### config.mk
export PLATFORM = sky130hd
export DESIGN_NAME = pcm_serial_tx
export DESIGN_NICKNAME = d
export VERILOG_FILES = /design/src/rtl/aud_tx_pkg.sv /design/src/rtl/aud_sample_hold.sv /design/src/rtl/aud_master_seq.sv /design/src/rtl/aud_slave_seq.sv /design/src/rtl/pcm_serial_tx.sv
export SDC_FILE = /design/constraint.sdc
export NUM_CORES = 1
export LEC_CHECK = 0
export BUFFER_PORTS_ARGS = -buffer_cell sky130_fd_sc_hd__clkbuf_2
export CAP_MARGIN = 20
export CELL_PAD_IN_SITES_DETAIL_PLACEMENT = 1
export CELL_PAD_IN_SITES_GLOBAL_PLACEMENT = 1
export CORE_MARGIN = 2
export CORE_UTILIZATION = 46
export CTS_BUF_LIST = sky130_fd_sc_hd__clkbuf_8
export DETAILED_ROUTE_END_ITERATION = 16
export HOLD_SLACK_MARGIN = 0.06
export PLACE_DENSITY = 0.85
export SYNTH_ARGS = -nofsm -noshare
export SYNTH_HDL_FRONTEND = slang
export SYNTH_HIERARCHICAL = 1
export SYNTH_SLANG_ARGS = --single-unit
### constraint.sdc
create_clock -name clk -period 5.65 [get_ports clk]
set_input_delay 0.2825 -clock clk [delete_from_list [all_inputs] [get_ports clk]]
set_output_delay 0.2825 -clock clk [all_outputs]
set_load 0.005 [all_outputs]
### src/rtl/aud_tx_pkg.sv
package aud_tx_pkg;
  typedef enum logic [1:0] {
    FMT_LJ   = 2'b00,
    FMT_I2S  = 2'b01,
    FMT_RJ24 = 2'b10,
    FMT_RJ20 = 2'b11
  } fmt_e;

  // level of the left/right clock during the left half
  function automatic logic left_is_high(fmt_e f);
    return f != FMT_I2S;
  endfunction

  function automatic int unsigned word_bits(fmt_e f, int unsigned full_w, int unsigned short_w);
    return (f == FMT_RJ20) ? short_w : full_w;
  endfunction

  // slot of the first data bit after the left/right edge
  function automatic int unsigned lead_slots(fmt_e f, int unsigned half_bits, int unsigned wl);
    case (f)
      FMT_LJ:  return 0;
      FMT_I2S: return 1;
      default: return half_bits - wl;
    endcase
  endfunction
endpackage

### src/rtl/aud_sample_hold.sv
module aud_sample_hold #(
  parameter int W = 24
) (
  input  logic         clk,
  input  logic         rst,
  input  logic         valid,
  input  logic [W-1:0] in_l,
  input  logic [W-1:0] in_r,
  input  logic         latch,
  output logic [W-1:0] pend_l,
  output logic [W-1:0] act_l,
  output logic [W-1:0] act_r
);
  logic [W-1:0] pend_r;

  always_ff @(posedge clk) begin
    if (rst) begin
      pend_l <= '0;
      pend_r <= '0;
      act_l  <= '0;
      act_r  <= '0;
    end else begin
      if (valid) begin
        pend_l <= in_l;
        pend_r <= in_r;
      end
      if (latch) begin
        act_l <= pend_l;
        act_r <= pend_r;
      end
    end
  end
endmodule

### src/rtl/aud_master_seq.sv
module aud_master_seq
  import aud_tx_pkg::*;
#(
  parameter int W             = 24,
  parameter int SHORT_W       = 20,
  parameter int HALF_BITS     = 32,
  parameter int TICKS_PER_BIT = 4
) (
  input  logic         clk,
  input  logic         rst,
  input  logic         en,
  input  logic         tick,
  input  fmt_e         fmt,
  input  logic [W-1:0] act_l,
  input  logic [W-1:0] act_r,
  output logic         latch_o,
  output logic         bck_o,
  output logic         lrck_o,
  output logic         fsync_o,
  output logic         sdata_o
);
  localparam int PH_W   = $clog2(TICKS_PER_BIT);
  localparam int BIT_W  = $clog2(2 * HALF_BITS);
  localparam int SLOT_W = BIT_W - 1;
  localparam int CNT_W  = SLOT_W + 1;
  localparam int IDX_W  = $clog2(W);

  logic [PH_W-1:0]   phase, np;
  logic [BIT_W-1:0]  bitn, nb;
  logic [SLOT_W-1:0] slot;
  logic              half, in_win, bit_v, lr_lvl;
  logic [CNT_W-1:0]  wl, fs, off;
  logic [IDX_W-1:0]  idx;
  logic [W-1:0]      word;

  always_comb begin
    np     = (phase == PH_W'(TICKS_PER_BIT - 1)) ? '0 : phase + 1'b1;
    nb     = (np == '0) ? bitn + 1'b1 : bitn;
    slot   = nb[SLOT_W-1:0];
    half   = nb[BIT_W-1];
    wl     = CNT_W'(word_bits(fmt, W, SHORT_W));
    fs     = CNT_W'(lead_slots(fmt, HALF_BITS, word_bits(fmt, W, SHORT_W)));
    in_win = ({1'b0, slot} >= fs) && ({1'b0, slot} < fs + wl);
    off    = {1'b0, slot} - fs;
    idx    = IDX_W'(W - 1) - off[IDX_W-1:0];
    word   = half ? act_r : act_l;
    bit_v  = in_win ? word[idx] : 1'b0;
    lr_lvl = left_is_high(fmt) ^ half;
  end

  // capture one quarter bit before the first bit of the frame
  assign latch_o = en & tick & (np == PH_W'(TICKS_PER_BIT - 1)) & (bitn == '1);

  always_ff @(posedge clk) begin
    if (rst || !en) begin
      phase   <= PH_W'(TICKS_PER_BIT - 2);
      bitn    <= '1;
      bck_o   <= 1'b0;
      lrck_o  <= 1'b0;
      fsync_o <= 1'b0;
      sdata_o <= 1'b0;
    end else if (tick) begin
      phase <= np;
      bitn  <= nb;
      bck_o <= (np >= PH_W'(TICKS_PER_BIT / 2));
      if (np == '0) begin
        lrck_o  <= lr_lvl;
        fsync_o <= in_win;
        sdata_o <= bit_v;
      end
    end
  end

  a_r6_data_on_fall: assert property (@(posedge clk) disable iff (rst)
    (en && $past(en) && (sdata_o != $past(sdata_o))) |-> ($past(bck_o) && !bck_o));
  a_r6_lrck_on_fall: assert property (@(posedge clk) disable iff (rst)
    (en && $past(en) && (lrck_o != $past(lrck_o))) |-> ($past(bck_o) && !bck_o));
  a_r4_bck_needs_tick: assert property (@(posedge clk) disable iff (rst)
    (en && $past(en) && (bck_o != $past(bck_o))) |-> $past(tick));
  a_r5_data_inside_sync: assert property (@(posedge clk) disable iff (rst)
    (en && sdata_o) |-> fsync_o);
endmodule

### src/rtl/aud_slave_seq.sv
module aud_slave_seq
  import aud_tx_pkg::*;
#(
  parameter int W       = 24,
  parameter int SHORT_W = 20
) (
  input  logic         clk,
  input  logic         rst,
  input  logic         en,
  input  fmt_e         fmt,
  input  logic         bck_i,
  input  logic         lrck_i,
  input  logic         fsync_i,
  input  logic [W-1:0] pend_l,
  input  logic [W-1:0] act_l,
  input  logic [W-1:0] act_r,
  output logic         latch_o,
  output logic         sdata_o
);
  localparam int PTR_W = $clog2(W + 1);
  localparam int IDX_W = $clog2(W);

  logic [2:0]       b_q;
  logic [1:0]       l_q, f_q;
  logic             fs_r, fs_rp, lr_r, chan_r;
  logic [PTR_W-1:0] ptr, wl;
  logic             rise, fall, start, start_right;
  logic [IDX_W-1:0] idx;
  logic [W-1:0]     cur;

  always_comb begin
    rise        = b_q[1] & ~b_q[2];
    fall        = ~b_q[1] & b_q[2];
    wl          = PTR_W'(word_bits(fmt, W, SHORT_W));
    start       = fs_r & ~fs_rp;
    start_right = (lr_r != left_is_high(fmt));
    cur         = chan_r ? act_r : act_l;
    idx         = IDX_W'(W - 1) - IDX_W'(ptr);
  end

  assign latch_o = en & fall & start & ~start_right;

  always_ff @(posedge clk) begin
    if (rst || !en) begin
      b_q     <= '0;
      l_q     <= '0;
      f_q     <= '0;
      fs_r    <= 1'b0;
      fs_rp   <= 1'b0;
      lr_r    <= 1'b0;
      chan_r  <= 1'b0;
      ptr     <= '0;
      sdata_o <= 1'b0;
    end else begin
      b_q <= {b_q[1:0], bck_i};
      l_q <= {l_q[0], lrck_i};
      f_q <= {f_q[0], fsync_i};
      if (rise) begin
        fs_r  <= f_q[1];
        fs_rp <= fs_r;
        lr_r  <= l_q[1];
      end
      if (fall) begin
        if (start) begin
          chan_r  <= start_right;
          ptr     <= PTR_W'(1);
          sdata_o <= start_right ? act_r[W-1] : pend_l[W-1];
        end else if (fs_r && (ptr < wl)) begin
          sdata_o <= cur[idx];
          ptr     <= ptr + 1'b1;
        end else begin
          sdata_o <= 1'b0;
        end
      end
    end
  end

  a_r8_ptr_bound: assert property (@(posedge clk) disable iff (rst)
    en |-> (ptr <= wl));
  a_r8_data_on_fall: assert property (@(posedge clk) disable iff (rst)
    (en && $past(en) && (sdata_o != $past(sdata_o))) |-> $past(fall));
endmodule

### src/rtl/pcm_serial_tx.sv
module pcm_serial_tx
  import aud_tx_pkg::*;
#(
  parameter int W             = 24,
  parameter int SHORT_W       = 20,
  parameter int HALF_BITS     = 32,
  parameter int TICKS_PER_BIT = 4
) (
  input  logic         clk,
  input  logic         rst,
  input  logic         tick,
  input  logic         slave_mode,
  input  logic [1:0]   fmt_sel,
  input  logic         smp_valid,
  input  logic [W-1:0] smp_left,
  input  logic [W-1:0] smp_right,
  input  logic         bck_in,
  input  logic         lrck_in,
  input  logic         fsync_in,
  output logic         bck_out,
  output logic         lrck_out,
  output logic         fsync_out,
  output logic         sdata
);
  fmt_e         fmt;
  logic         m_latch, s_latch, latch;
  logic         m_sd, s_sd;
  logic [W-1:0] pend_l, act_l, act_r;

  assign fmt   = fmt_e'(fmt_sel);
  assign latch = slave_mode ? s_latch : m_latch;
  assign sdata = slave_mode ? s_sd : m_sd;

  aud_sample_hold #(.W(W)) u_hold (
    .clk(clk), .rst(rst), .valid(smp_valid), .in_l(smp_left), .in_r(smp_right),
    .latch(latch), .pend_l(pend_l), .act_l(act_l), .act_r(act_r)
  );

  aud_master_seq #(.W(W), .SHORT_W(SHORT_W), .HALF_BITS(HALF_BITS),
                   .TICKS_PER_BIT(TICKS_PER_BIT)) u_master (
    .clk(clk), .rst(rst), .en(!slave_mode), .tick(tick), .fmt(fmt),
    .act_l(act_l), .act_r(act_r), .latch_o(m_latch), .bck_o(bck_out),
    .lrck_o(lrck_out), .fsync_o(fsync_out), .sdata_o(m_sd)
  );

  aud_slave_seq #(.W(W), .SHORT_W(SHORT_W)) u_slave (
    .clk(clk), .rst(rst), .en(slave_mode), .fmt(fmt), .bck_i(bck_in),
    .lrck_i(lrck_in), .fsync_i(fsync_in), .pend_l(pend_l), .act_l(act_l),
    .act_r(act_r), .latch_o(s_latch), .sdata_o(s_sd)
  );

  a_r10_quiet_after_reset: assert property (@(posedge clk)
    $past(rst) |-> (!bck_out && !lrck_out && !fsync_out && !sdata));
endmodule

Yosys cells after proc, flatten, opt, wreduce, memory -nomap -nowiden
Cells that the tools add are included. W data, S select, Z words.

Register bits: 125. Input port bits: 58. Output and inout port bits: 4.

$add $sub $neg: 8. Order comparisons: 6. Equal/unequal tests: 7. Mux-type cells: 18. Bitwise gates (word level): 14. Reduce and logical (&&, ||, !) cells: 11.

Operators with widths (count): $mux W24 (2); $lt A5 B6 Y1 const B (2); $pmux W6 S2 (1); $bmux W1 S5 (2); $mux W5 (2); $sub A5 B5 Y5 const A (2); $and A1 B1 Y1 (9); $mux W1 (8); $add A6 B1 Y6 const B (1); $add A6 B5 Y6 (1); $eq A2 B2 Y1 const B (3); $eq A6 B6 Y1 const B (1); $ge A5 B6 Y1 (1); $lt A5 B6 Y1 (1); $mux W6 (1); $reduce_and A2 Y1 (3); $sub A6 B6 Y6 const A (1); $add A5 B1 Y5 const B (1); $lt A5 B5 Y1 (1); $sub A5 B5 Y5 (1); $logic_not A2 Y1 (2); $mux W4 (1); $not A1 Y1 (4); $add A2 B1 Y2 const B (1); 10 further kinds (12).

Logic depth before layout (Yosys ltp)
Gate-level depths: netlist of the first run.

Word-level depth: 9. Gate-level depth with buffers: 16. Gate-level depth less buffers: 14.

Modules after synthesis
Netlist of the first run, hierarchy kept.

By module, submodules not included: aud_sample_hold (instances 1, cells an instance 311, area each 3464.6 um^2, sequential area each 1921.8 um^2); aud_master_seq (instances 1, cells an instance 237, area each 1839.3 um^2, sequential area each 240.2 um^2); aud_slave_seq (instances 1, cells an instance 111, area each 1161.1 um^2, sequential area each 340.3 um^2); pcm_serial_tx (instances 1, cells an instance 3, area each 26.3 um^2, sequential area each 0.0 um^2).

Least setup slack after synthesis of the first run
Ideal clock, no wire load.

Path type: flip-flop to flip-flop. From: reg u_master.phase[0]. To: reg u_master.sdata_o. Library setup time: 131 ps. Arrival time: 2861 ps. Required time: 5519 ps. Slack: 2658 ps. Stages on the path, launching flop included: 17. Path buffers: 2. Clock period less this slack: 2992 ps. Cell sequence: dfxtp_1 ha_1 buf_6 and3_1 buf_4 nand2_1 xnor2_1 ha_1 inv_1 ha_1 a31oi_1 xor2_1 xnor2_1 o211a_1 o2111ai_2 nand4_2 a221oi_2.

Cells in the longest elaborated chain, start to end: 9. Elaborated cells between the ends (all ways): 15.

RTL lines: start, declared (RTL line aud_master_seq.sv:28) `logic [PH_W-1:0] phase, np;`; start signal, assigned (RTL line aud_master_seq.sv:56) `phase <= PH_W'(TICKS_PER_BIT - 2);`; start signal, assigned (RTL line aud_master_seq.sv:63) `phase <= np;`; $add A2 B1 Y2 or $eq A2 B2 Y1 (tied branches) (RTL line aud_master_seq.sv:37) `np = (phase == PH_W'(TICKS_PER_BIT - 1)) ? '0 : phase + 1'b1;`; $mux W2 (*) (RTL line aud_master_seq.sv:37); $logic_not A2 Y1 (*) (RTL line aud_master_seq.sv:38) `nb = (np == '0) ? bitn + 1'b1 : bitn;`; $mux W6 (*) (RTL line aud_master_seq.sv:38); net u_master.nb[3] (RTL line aud_master_seq.sv:29) `logic [BIT_W-1:0] bitn, nb;`; $sub A5 B5 Y5 (RTL line aud_master_seq.sv:44) `off = {1'b0, slot} - fs;`; $sub A5 B5 Y5 (RTL line aud_master_seq.sv:45) `idx = IDX_W'(W - 1) - off[IDX_W-1:0];`; $bmux W1 S5 (RTL line aud_master_seq.sv:47) `bit_v = in_win ? word[idx] : 1'b0;`; $mux W1 (implied by the code) (RTL line aud_master_seq.sv:47); $mux W1 (*) (RTL line aud_master_seq.sv:47); end signal, assigned (RTL line aud_master_seq.sv:69) `sdata_o <= bit_v;`; end, declared (RTL line aud_master_seq.sv:20) `output logic sdata_o`.

The timed path passes the listed nets; every way through them passes the cells marked *. The select of a mux whose other input is x is not followed. A chain may end at the register's enable or synchronous reset.

Final worst setup path of the first run
From: reg u_master.phase[0]. To: reg u_master.sdata_o.

Cells in the longest elaborated chain, start to end: 9. Elaborated cells between the ends (all ways): 15.

RTL lines (RTL line): $add A2 B1 Y2 or $eq A2 B2 Y1 (tied branches) (aud_master_seq.sv:37); $mux W2 (*) (aud_master_seq.sv:37); $logic_not A2 Y1 (*) (aud_master_seq.sv:38, aud_master_seq.sv:66); $mux W6 (aud_master_seq.sv:38); $sub A5 B5 Y5 (aud_master_seq.sv:44); $sub A5 B5 Y5 (aud_master_seq.sv:45); $bmux W1 S5 (aud_master_seq.sv:47); $mux W1 (implied by the code) (aud_master_seq.sv:47); $mux W1 (aud_master_seq.sv:47).

Every way passes the cells marked *; elsewhere a longest branch is shown, timed or not. The select of a mux whose other input is x is not followed.

==> results.md, run 1 <==
- Status: finished clean
- Core ar.: 0.0138 mm2
- Clk buf depth: 2
- Final Cell Area: 0.00722 mm2
- Seq/Total Area, Yosys: 38.6%
- Post-CTS setup buffers: 0
- Post-synth top area share: 38.6%
- H-Tree Level Count: 4
- Avg Inst Size Synth: between 9 and 10 um2
- Mapped Nets: 736
- CTS buffer count: 17
- Synth top cells by count: dfxtp_1 (125), nor2_1 (122), mux2i_1 (109)
- Hold/Removal Path Class: primary input to flop
- Clock power share: 39.0%
- RSZ-0062 raised after global routing: no
- Worst-Margin Slew: 0.978 ns
- Synth unique cells: 74
- Worst Setup Start Kind: flop
- Routed wire length: 17900 um
- Post-CTS resize count: 0
- IO buf count: 61
- Fillers: 1568
- Setup violators final: 0
- Initial Util: about 47%
- Crit. End Element: flop
- Slew Viols, Final: 0
- DPL Wire Length: 12900 um
- Clk_skew: 0.0130 ns
- Slew HR: 34.7%
- PwrDens: 265 mW/mm2
- Die Height: between 100 and 150 um
- CTS Root Cell: clkbuf_8
- Top_reg_cell synth: dfxtp_1
- Sw Pwr: 0.550 mW
- WL/cell: 19.7 um
- Worst vdd ir: around 0.26 mV
- Critical path arrival: 4.19 ns
- Vias/cell: 5.61
- Post-synthesis sequential element count: 125
- Combinational Power Share: 12.4%
- Period utilization: between 60% and 70%
- I/O pins: 62
- DRT iter0 DRCs: 245
- Sequential Power Share: between 40% and 50%
- Initial antenna violation count: 0
- Placer Congestion: 0.920
- Switch share: approximately 29%
- CTS tree: yes
- Pleak: 2.94 nW
- Pint: 1.37 mW
- Share of layout cells above drive strength 1: about 18%
- Number of cell rows: 43
- Grt total ovfl: 0
- Initial DRT Pass Iterations: 4
- Tightest hold margin: 0.0776 ns
- Most frequent cell after synthesis: dfxtp_1
- Die area: 0.0151 mm2
- Final core utilization: 52.2%
- Largest net degree at the start of global routing: 78
- Max Freq: 262 MHz
- Antenna-violating nets left: 0
- Asr flop ratio synth: 0%
- Cell count after synthesis: 662
- Nets: 788
- GRT Util Overall: 25.1%
- Max-cap violation count: 0
- Synth warn: 6
- Synthesized area: 0.00649 mm2
- R2R Setup Slk: 1.83 ns
- Clock transition at path regs: 0.08 ns
- Final Critical Period: ~3.8 ns
- Vias in the first global route: 5344
- Post-synth EDFFs: 0
- Placed Area: approximately 0.0067 mm2
- Syn-to-layout area delta: 11.3%
- Via Count: 5091
- Required time of the critical path: 6.02 ns
- Worst-path maximum fanout: 18
- Top cells by area, synth: dfxtp_1 (39%), mux2i_1 (17%), nor2_1 (7.1%), ha_1 (3.1%), mux4_2 (2.1%)
- Chip width: 123 um
- Worst skew pair latency: 0.46 ns
- Critical path class: flop to flop
- Setup_tns: 0 ns
- CTS sink count: ~130
- First-pass GRT wire length: 28600 um
- Final hold violation count: 0
- Area leader, netlist: dfxtp_1
- # diodes: 0
- Residual DRC: 0
## worst max-delay path: stages, from the launching register on
cell and delay (ns):
dfxtp_1 0.43, ha_1 0.45, nand2_1 0.13, xnor2_1 0.29, ha_1 0.32, ha_1 0.57, nand2b_1 0.41, o22ai_1 0.15
o21ai_0 0.16, o21ai_0 0.10, a211oi_1 0.32, a211oi_2 0.12, a221oi_2 0.28
## cell families (layout without fill, tap and decap cells)
family / after synthesis / count (layout) / synth area share, %
DFF: 125 / 125 / 38.6
muxes: 128 / 128 / 22.4
and+or+nand+nor: 229 / 229 / 17.2
other: 1 / 1 / 0.0578
buffers and inverters: 61 / 126 / 6.44
xor gates and xnor gates: 14 / 14 / 1.89
adders and majority gates: 16 / 16 / 3.08
AOI/OAI and AO/OA: 88 / 88 / 10.4
## per-stage QoR
stage | total power, mW | cells | setup WS [ns]
detailed placement | 1.18 | 857 | 1.91
floorplan | 1.12 | 662 | 2.66
finish | 1.92 | 907 | 1.83
global placement | 1.17 | 857 | 2.03
CTS | 1.93 | 906 | 1.89
global route | 2.00 | 907 | 1.57
## cell type report
type | instances | area (um2) | share of cell area [%]
Multi-Input combinational cell | 476 | 3570 | 49.4
Sequential cell | 125 | 2500 | 34.6
Timing Repair Buffer | 82 | 508 | 7.03
Clock buffer | 17 | 234 | 3.24
Tap cell | 180 | 225 | 3.12
Clock inverter | 15 | 138 | 1.91
Inverter | 12 | 45.0 | 0.624
## power by group through the flow
stage | logic [mW] | clock network [mW] | registers [mW]
5_1_grt | 0.259 | 0.808 | 0.935
3_3_place_gp | 0.215 | 0 | 0.951
2_1_floorplan | 0.181 | 0 | 0.942
6_report | 0.237 | 0.747 | 0.932
4_1_cts | 0.235 | 0.764 | 0.932
3_5_place_dp | 0.225 | 0 | 0.953
## state kept, by name, summed over array words and instances (netlist names), 2 cells and up, named ones only
register and cells:
u_hold/pend_r 24, u_hold/act_r 24, u_slave/f_q 2, u_master/bitn 5, u_hold/act_l 24, u_slave/l_q 2, u_hold/pend_l 24, u_slave/b_q 3
u_slave/ptr 5, u_master/phase 2
## final timing paths
| path | end | cells after the start | from |
|---|---|---|---|
| max | u_master/sdata_o | 12 | u_master/phase[0] |
| min reg2reg | u_slave/f_q[1] | 1 | u_slave/f_q[0] |
| max reg2reg | u_master/sdata_o | 12 | u_master/phase[0] |
| min | u_hold/pend_l[11] | 3 | smp_left[11] |
## cells in the final DEF (no fill, tap or decap), types with 10 or more instances in the layout
cell	count
o21ai_0	15
dlygate4sd3_1	18
nand2_1	22
a21oi_1	16
mux2i_1	109
clkbuf_8	17
dfxtp_1	125
nor2b_1	10
inv_1	11
ha_1	16
clkbuf_2	60
nand3_1	16
nor2_1	122
## per-layer routing
layer | track usage [%] | up-vias | wire, um
met2 | 44.4 | 100 | 9270
met5 | 0 | - | 0
met3 | 5.76 | 30 | 676
li1 | - | 2453 | -
met4 | 8.19 | 0 | 355
met1 | 30.0 | 2508 | 7570
## repair_timing
action | 4_1_cts | 5_1_grt
hold buffers | 17 | 1
setup endpoints to repair | 0 | 0
hold endpoints to repair | 17 | 1
(Power assumes the default switching activity.)
==> run 2, diff against run 1 <==
ABC_AREA = 1   (was default)
CORE_UTILIZATION = 43   (was 46)
PLACE_DENSITY = 0.88   (was 0.85)
clock period = 3.65 ns   (was 5.65 ns; I/O delays follow)
==> results.md, run 2 <==
- Largest net degree at the start of global routing: 97 (+24%)
- Residual DRC: 0 (unchanged)
- Mapped Nets: 1152 (+57%)
- WL/cell: 14.3 um (-27%)
- Synth top cells by count: nand2_1 (320), nor2_1 (242), inv_1 (151)
- Placer Congestion: 0.859 (-6.6%)
- Core ar.: 0.0152 mm2 (+9.9%)
- Total power: 3.17 mW (+66%)
- Main combinational cell family by area after synthesis: simple AND/OR/NAND/NOR gates
- GRT Util Overall: 25.0% (-0.10 points)
- Initial antenna violation count: 0 (unchanged)
- Number of cell rows: 45 (+4.7%)
- Post-CTS resize count: 0 (unchanged)
- Clk_skew: 0.0113 ns (-0.00168 ns)
- CTS Root Cell: clkbuf_8
- Post-Synth XOR/XNOR Area: 0.393% (-1.5 points)
- CTS sink count: 125 (unchanged)
- Vias in the first global route: 6980 (+31%)
- Top_reg_cell synth: dfxtp_1
- Synth unique cells: 36 (-51%)
- Post-synthesis sequential element count: 125 (unchanged)
- Synth warn: 6 (unchanged)
- Pleak: 3.88 nW (+32%)
- Pint: 2.28 mW (+67%)
- RSZ-0062 raised after global routing: no
- Slowest-stage cell, CP: dfxtp_1
- Slew HR: 35.9% (+1.2 points)
- Critical path arrival: 3.37 ns (-0.82 ns)
- Setup_tns: 0 ns (unchanged)
- Post-CTS setup buffers: 0 (unchanged)
- Status: finished clean
- Asr flop ratio synth: 0% (unchanged)
- Sequential Power Share: 46.9% (-1.8 points)
- Adder-cell share of the synthesized area: 3.00% (-0.089 points)
- Worst-Margin Slew: 0.962 ns (-0.0160 ns)
- Worst-path maximum fanout: 6 (-12)
- Worst vdd ir: 0.239 mV (-9.2%)
- Final hold violation count: 0 (unchanged)
- Initial Util: 44.0% (-3.0 points)
- Post-synthesis mux area share: 0% (-22 points)
- # diodes: 0 (unchanged)
- Clock power share: 38.6% (-0.4 points)
- Switch share: 28.1% (-0.57 points)
- Area share of and/or/nand/nor cells after synthesis: 40.5% (+23 points)
- Setup violators final: 0 (unchanged)
- Period utilization: 82.0% (+14 points)
- Cell count after synthesis: 1078 (+63%)
- Top cells by area, synth: dfxtp_1 (37%), nand2_1 (18%), nor2_1 (14%), inv_1 (8.5%), nand3_1 (6.7%)
- PwrDens: 404 mW/mm2 (+52%)
- Area leader, netlist: dfxtp_1
- Post-synth EDFFs: 0 (unchanged)
- CTS tree: yes
- Routed wire length: 19600 um (+9.6%)
- Synthesized area: 0.00668 mm2 (+3.0%)
- Critical path's most frequent cell: ha_1
- DPL Wire Length: 12200 um (-5.6%)
- Crit-path max cell delay: 0.41 ns (-0.16 ns)
- Grt total ovfl: 0 (unchanged)
- Post-synth top area share: 37.4% (-1.1 points)
- Via Count: 6736 (+32%)
- Highest-count cells in the layout ignoring fill and taps: nand2_1 (319), nor2_1 (242), inv_1 (154), dfxtp_1 (125), nand3_1 (89)
- Worst Setup Start Kind: flop
- Final Critical Period: 2.99 ns (-0.823 ns)
- H-Tree Level Count: 4 (unchanged)
- DRT iter0 DRCs: 334 (+36%)
- Post-synthesis compound-gate area fraction: 4.38% (-6.0 points)
- Hold/Removal Path Class: primary input to flop
- Share of layout cells above drive strength 1: 9.98% (-8.3 points)
- Antenna-violating nets left: 0 (unchanged)
- Nets: 1244 (+58%)
- Sw Pwr: 0.892 mW (+62%)
- Clock transition at path regs: 0.07 ns (about the same)
- Die area: 0.0166 mm2 (+9.8%)
- Combinational Power Share: 14.5% (+2.1 points)
- Most frequent cell after synthesis: nand2_1
- Die Height: 129 um (+4.8%)
- Crit path cell chain: ha_1, nand2_2, nor2_4, xor2_1, ha_1, inv_1, ha_1, inv_1, o31ai_1, nand3_1, nand2_1, nor2_1, a21oi_2, nand3_1, a21oi_2
- Initial DRT Pass Iterations: 5 (+1)
- Chip width: 129 um (+4.8%)
- First-pass GRT wire length: 32900 um (+15%)
- CTS Hold Bufs: 52 (+35)
- Clk buf depth: 2 (unchanged)
- Avg Inst Size Synth: 6.20 um2 (-37%)
- Seq/Total Area, Yosys: 37.4% (-1.1 points)
- Slew Viols, Final: 0 (unchanged)
- Max Freq: 334 MHz (+27%)
- Crit. End Element: flop
- IO buf count: 61 (unchanged)
- Critical path class: flop to flop
- Required time of the critical path: 4.03 ns (-1.99 ns)
- Vias/cell: 4.92 (-12%)
- Max-cap violation count: 0 (unchanged)
- CTS buffer count: 17 (unchanged)
- Syn-to-layout area delta: 17.6%
- Commonest non-fill, non-tap cell in the layout: nand2_1
- I/O pins: 62 (unchanged)
- Worst skew pair latency: 0.46 ns (about the same)
==> run 2: cell types whose count changed after synthesis, sizes merged, moves of 9 or more <==
cell and delta:
a211oi -10, and2 -9, inv +147, mux2i -109, mux4 -11, nand2 +301
nand3 +71, nor2 +119, nor2b -10
==> run 2: worst paths after layout <==
path | start | endpoint | slack, ns | cells past startpoint
max | u_master/phase[0] | u_master/sdata_o | 0.66 | 15
min | rst | u_master/bitn[1] | 0.1 | 3
max reg2reg | u_master/phase[0] | u_master/sdata_o | 0.66 | 15
min reg2reg | u_slave/l_q[0] | u_slave/l_q[1] | 0.42 | 2
==> run 2: area by class of cell <==
type / instances / area (um2)
clock buffers: 17 / 234
clock inverters: 14 / 155
repair buffers: 120 / 891
fillers: 2096 / 7340
flip-flops and latches: 125 / 2500
multi-input cells: 745 / 3240
well taps: 188 / 235
inverters: 161 / 607
==> run 2: critical path, delay by kind of cell, from the launching register on <==
| kind | cells | cell delay, ns |
|---|---|---|
| adder cells (fa/ha/maj) | 3 | 0.84 |
| AND/OR/NAND/NOR | 6 | 0.72 |
| AO/OA/AOI/OAI | 3 | 0.59 |
| flip-flops | 1 | 0.41 |
| XOR/XNOR | 1 | 0.27 |
| buffers and inverters | 2 | 0.10 |
==> run 2: per-layer routing <==
metal	vias to the layer above	track usage, %	share of wire (%)
met5	-	0	0
met1	3129	28.9	43
met2	147	45.1	50
met4	0	9.97	3.2
li1	3410	-	-
met3	50	5.28	3.5
==> run 2: logic make-up after synthesis <==
kind of cell    count (synthesis)
flops                         125
simple gates                  672
fa+ha+maj                      16
other cells                     1
xor+xnor                        3
buf+inv                       208
compound gates                 53
==> run 2: stage by stage <==
| step | cells | hold slack [ns] | worst slack, ns | instance area, um2 | util (%) |
|---|---|---|---|---|---|
| final | 1370 | 0.0960 | 0.657 | 7860 | 51.7 |
| after global routing | 1370 | 0.0803 | 0.432 | 7860 | 51.7 |
| after CTS | 1370 | 0.0678 | 0.693 | 7860 | 51.7 |
| after detailed placement | 1287 | 0.388 | 0.790 | 6950 | 45.7 |
| after global placement | 1287 | 0.387 | 0.984 | 6950 | 45.7 |
| after floorplan | 1078 | 0.286 | 1.16 | 6680 | - |
==> run 2: power groups by stage <==
| stage | Clock, mW | Sequential, mW | Combinational [mW] |
|---|---|---|---|
| 2_1_floorplan | 0 | 1.50 | 0.313 |
| 3_3_place_gp | 0 | 1.51 | 0.386 |
| 3_5_place_dp | 0 | 1.52 | 0.401 |
| 4_1_cts | 1.25 | 1.49 | 0.450 |
| 5_1_grt | 1.33 | 1.49 | 0.527 |
| 6_report | 1.22 | 1.49 | 0.461 |
==> run 3, diff against run 2 <==
ABC_AREA = 0   (was 1)
CORE_UTILIZATION = 46   (was 43)
PLACE_DENSITY = 0.85   (was 0.88)
clock period = 3.1 ns   (was 3.65 ns; I/O delays follow)
==> results.md, run 3 (synthesis results as in run 1) <==
- Setup violators final: 0 (unchanged)
- Placer Congestion: 0.909 (+5.7%)
- Clk buf depth: 2 (unchanged)
- Worst-Margin Slew: 0.817 ns (-0.145 ns)
- Worst skew pair latency: 0.46 ns (about the same)
- Residual DRC: 0 (unchanged)
- Die Height: 123 um (-4.6%)
- GR Layer Usage met1: 31.9% (+3.0 points)
- Number of cell rows: 43 (-4.4%)
- Critical path arrival: 3.39 ns (+0.02 ns)
- Fillers: 1529 (-27%)
- Largest net degree at the start of global routing: 76 (-22%)
- DRT iter0 DRCs: 357 (+6.9%)
- Final hold violation count: 0 (unchanged)
- CTS tree: yes
- Die area: 0.0151 mm2 (-8.9%)
- Total power: 3.56 mW (+12%)
- Highest-count cells in the layout ignoring fill and taps: nor2_1 (122), dfxtp_1 (122), mux2i_1 (109), clkbuf_2 (60), dlygate4sd3_1 (51)
- Crit. End Element: flop
- GRT Util Overall: 27.7% (+2.6 points)
- Met3 usage: 6.46% (+1.2 points)
- WL/cell: 20.8 um (+46%)
- Required time of the critical path: 3.47 ns (-0.56 ns)
- Antenna-violating nets left: 0 (unchanged)
- Max-cap violation count: 0 (unchanged)
- I/O pins: 62 (unchanged)
- Pint: 2.56 mW (+12%)
- Share of layout cells above drive strength 1: 20.7% (+11 points)
- Sequential Power Share: 47.8% (+0.9 points)
- Pleak: 3.17 nW (-18%)
- Chip width: 123 um (-4.6%)
- GR Util met2: 48.4% (+3.3 points)
- GRT Max-Usage Layer: met2
- Initial antenna violation count: 0 (unchanged)
- Worst-path maximum fanout: 8 (+2)
- Period utilization: 97.6% (+16 points)
- Vias/cell: 5.76 (+17%)
- Core ar.: 0.0138 mm2 (-9.0%)
- Final core utilization: 56.1% (+4.4 points)
- Combinational Power Share: 14.5% (about the same)
- Nets: 840 (-32%)
- H-Tree Level Count: 4 (unchanged)
- CTS sink count: 125 (unchanged)
- CTS buffer count: 17 (unchanged)
- Vias in the first global route: 5848 (-16%)
- Switch share: 28.0% (-0.11 points)
- Slew HR: 45.5% (+9.7 points)
- # diodes: 0 (unchanged)
- Worst Setup Start Kind: flop
- Routed wire length: 19900 um (+1.8%)
- Max Freq: 331 MHz (-1.1%)
- Critical path class: flop to flop
- Setup_tns: 0 ns (unchanged)
- Initial DRT Pass Iterations: 5 (unchanged)
- First-pass GRT wire length: 31600 um (-4.0%)
- Status: finished clean
- Clock transition at path regs: 0.07 ns (about the same)
- Slew Viols, Final: 0 (unchanged)
- Clock power share: 37.7% (-0.9 points)
- Grt total ovfl: 0 (unchanged)
- Tightest hold margin: 0.0931 ns (-0.00285 ns)
- Worst vdd ir: 0.434 mV (+82%)
- Initial Util: 46.9% (+3.0 points)
- PwrDens: 458 mW/mm2 (+13%)
- Sw Pwr: 0.995 mW (+12%)
- Syn-to-layout area delta: 19.5%
- IO buf count: 61 (unchanged)
- Hold/Removal Path Class: primary input to flop
- Clk_skew: 0.0150 ns (+0.00368 ns)
- DPL Wire Length: 13000 um (+6.3%)
- Final Critical Period: 3.03 ns (+0.0320 ns)
- Via Count: 5517 (-18%)
- CTS Root Cell: clkbuf_8
[run 3: worst max-delay path, cell delays in order (launching register included)]
cell and delay (ns):
dfxtp_4 0.38, ha_4 0.19, and3_4 0.21, nand2_2 0.07, xnor2_2 0.17, ha_1 0.31, inv_1 0.05, ha_1 0.31
a31oi_1 0.23, xor2_1 0.26, xnor2_2 0.15, o211a_1 0.15, o2111ai_2 0.09, nand4_2 0.15, a221oi_2 0.24
[run 3: routing by layer]
metal,vias up,wire (um)
li1,2549,-
met1,2739,7940
met2,175,10300
met3,54,937
met4,0,714
met5,-,0
[run 3: worst paths after layout]
kind	from	to	slack [ns]	cells after the start
worst max-delay path	u_master/phase[1]	u_master/sdata_o	0.07	14
worst min-delay path	tick	u_master/bitn[1]	0.09	3
worst max register to register	u_master/phase[1]	u_master/sdata_o	0.07	14
worst min register to register	u_slave/b_q[0]	u_slave/b_q[1]	0.43	1
[run 3: layout make-up]
type,instances,area (um2),area share (%)
Clock inverter,11,96.3,1.24
Multi-Input combinational cell,476,3630,46.7
Tap cell,180,225,2.90
Inverter,12,45.0,0.580
Clock buffer,19,262,3.37
Sequential cell,125,2510,32.3
Timing Repair Buffer,134,997,12.9
[run 3: power by group through the flow]
stage                     clock network, mW  logic, mW  registers [mW]
final                                  1.34      0.514            1.70
after global routing                   1.45      0.556            1.70
after global placement                    0      0.409            1.73
after floorplan                           0      0.330            1.72
after detailed placement                  0      0.429            1.73
after CTS                              1.35      0.482            1.70
[run 3: timing repair]
action	CTS	global route
setup buffers	0	3
pin swaps	0	8
setup endpoints to repair	1	1
hold buffers	51	0
resized for setup	1	17
gates cloned	0	0
hold endpoints to repair	51	0
[run 3: stage by stage]
step	area (um2)	instances	setup WS, ns
detailed placement	6800	873	-0.0243
CTS	7670	954	0.0188
finish	7760	957	0.0748
global placement	6800	873	0.101
floorplan	6490	662	0.108
global route	7760	957	-0.00660
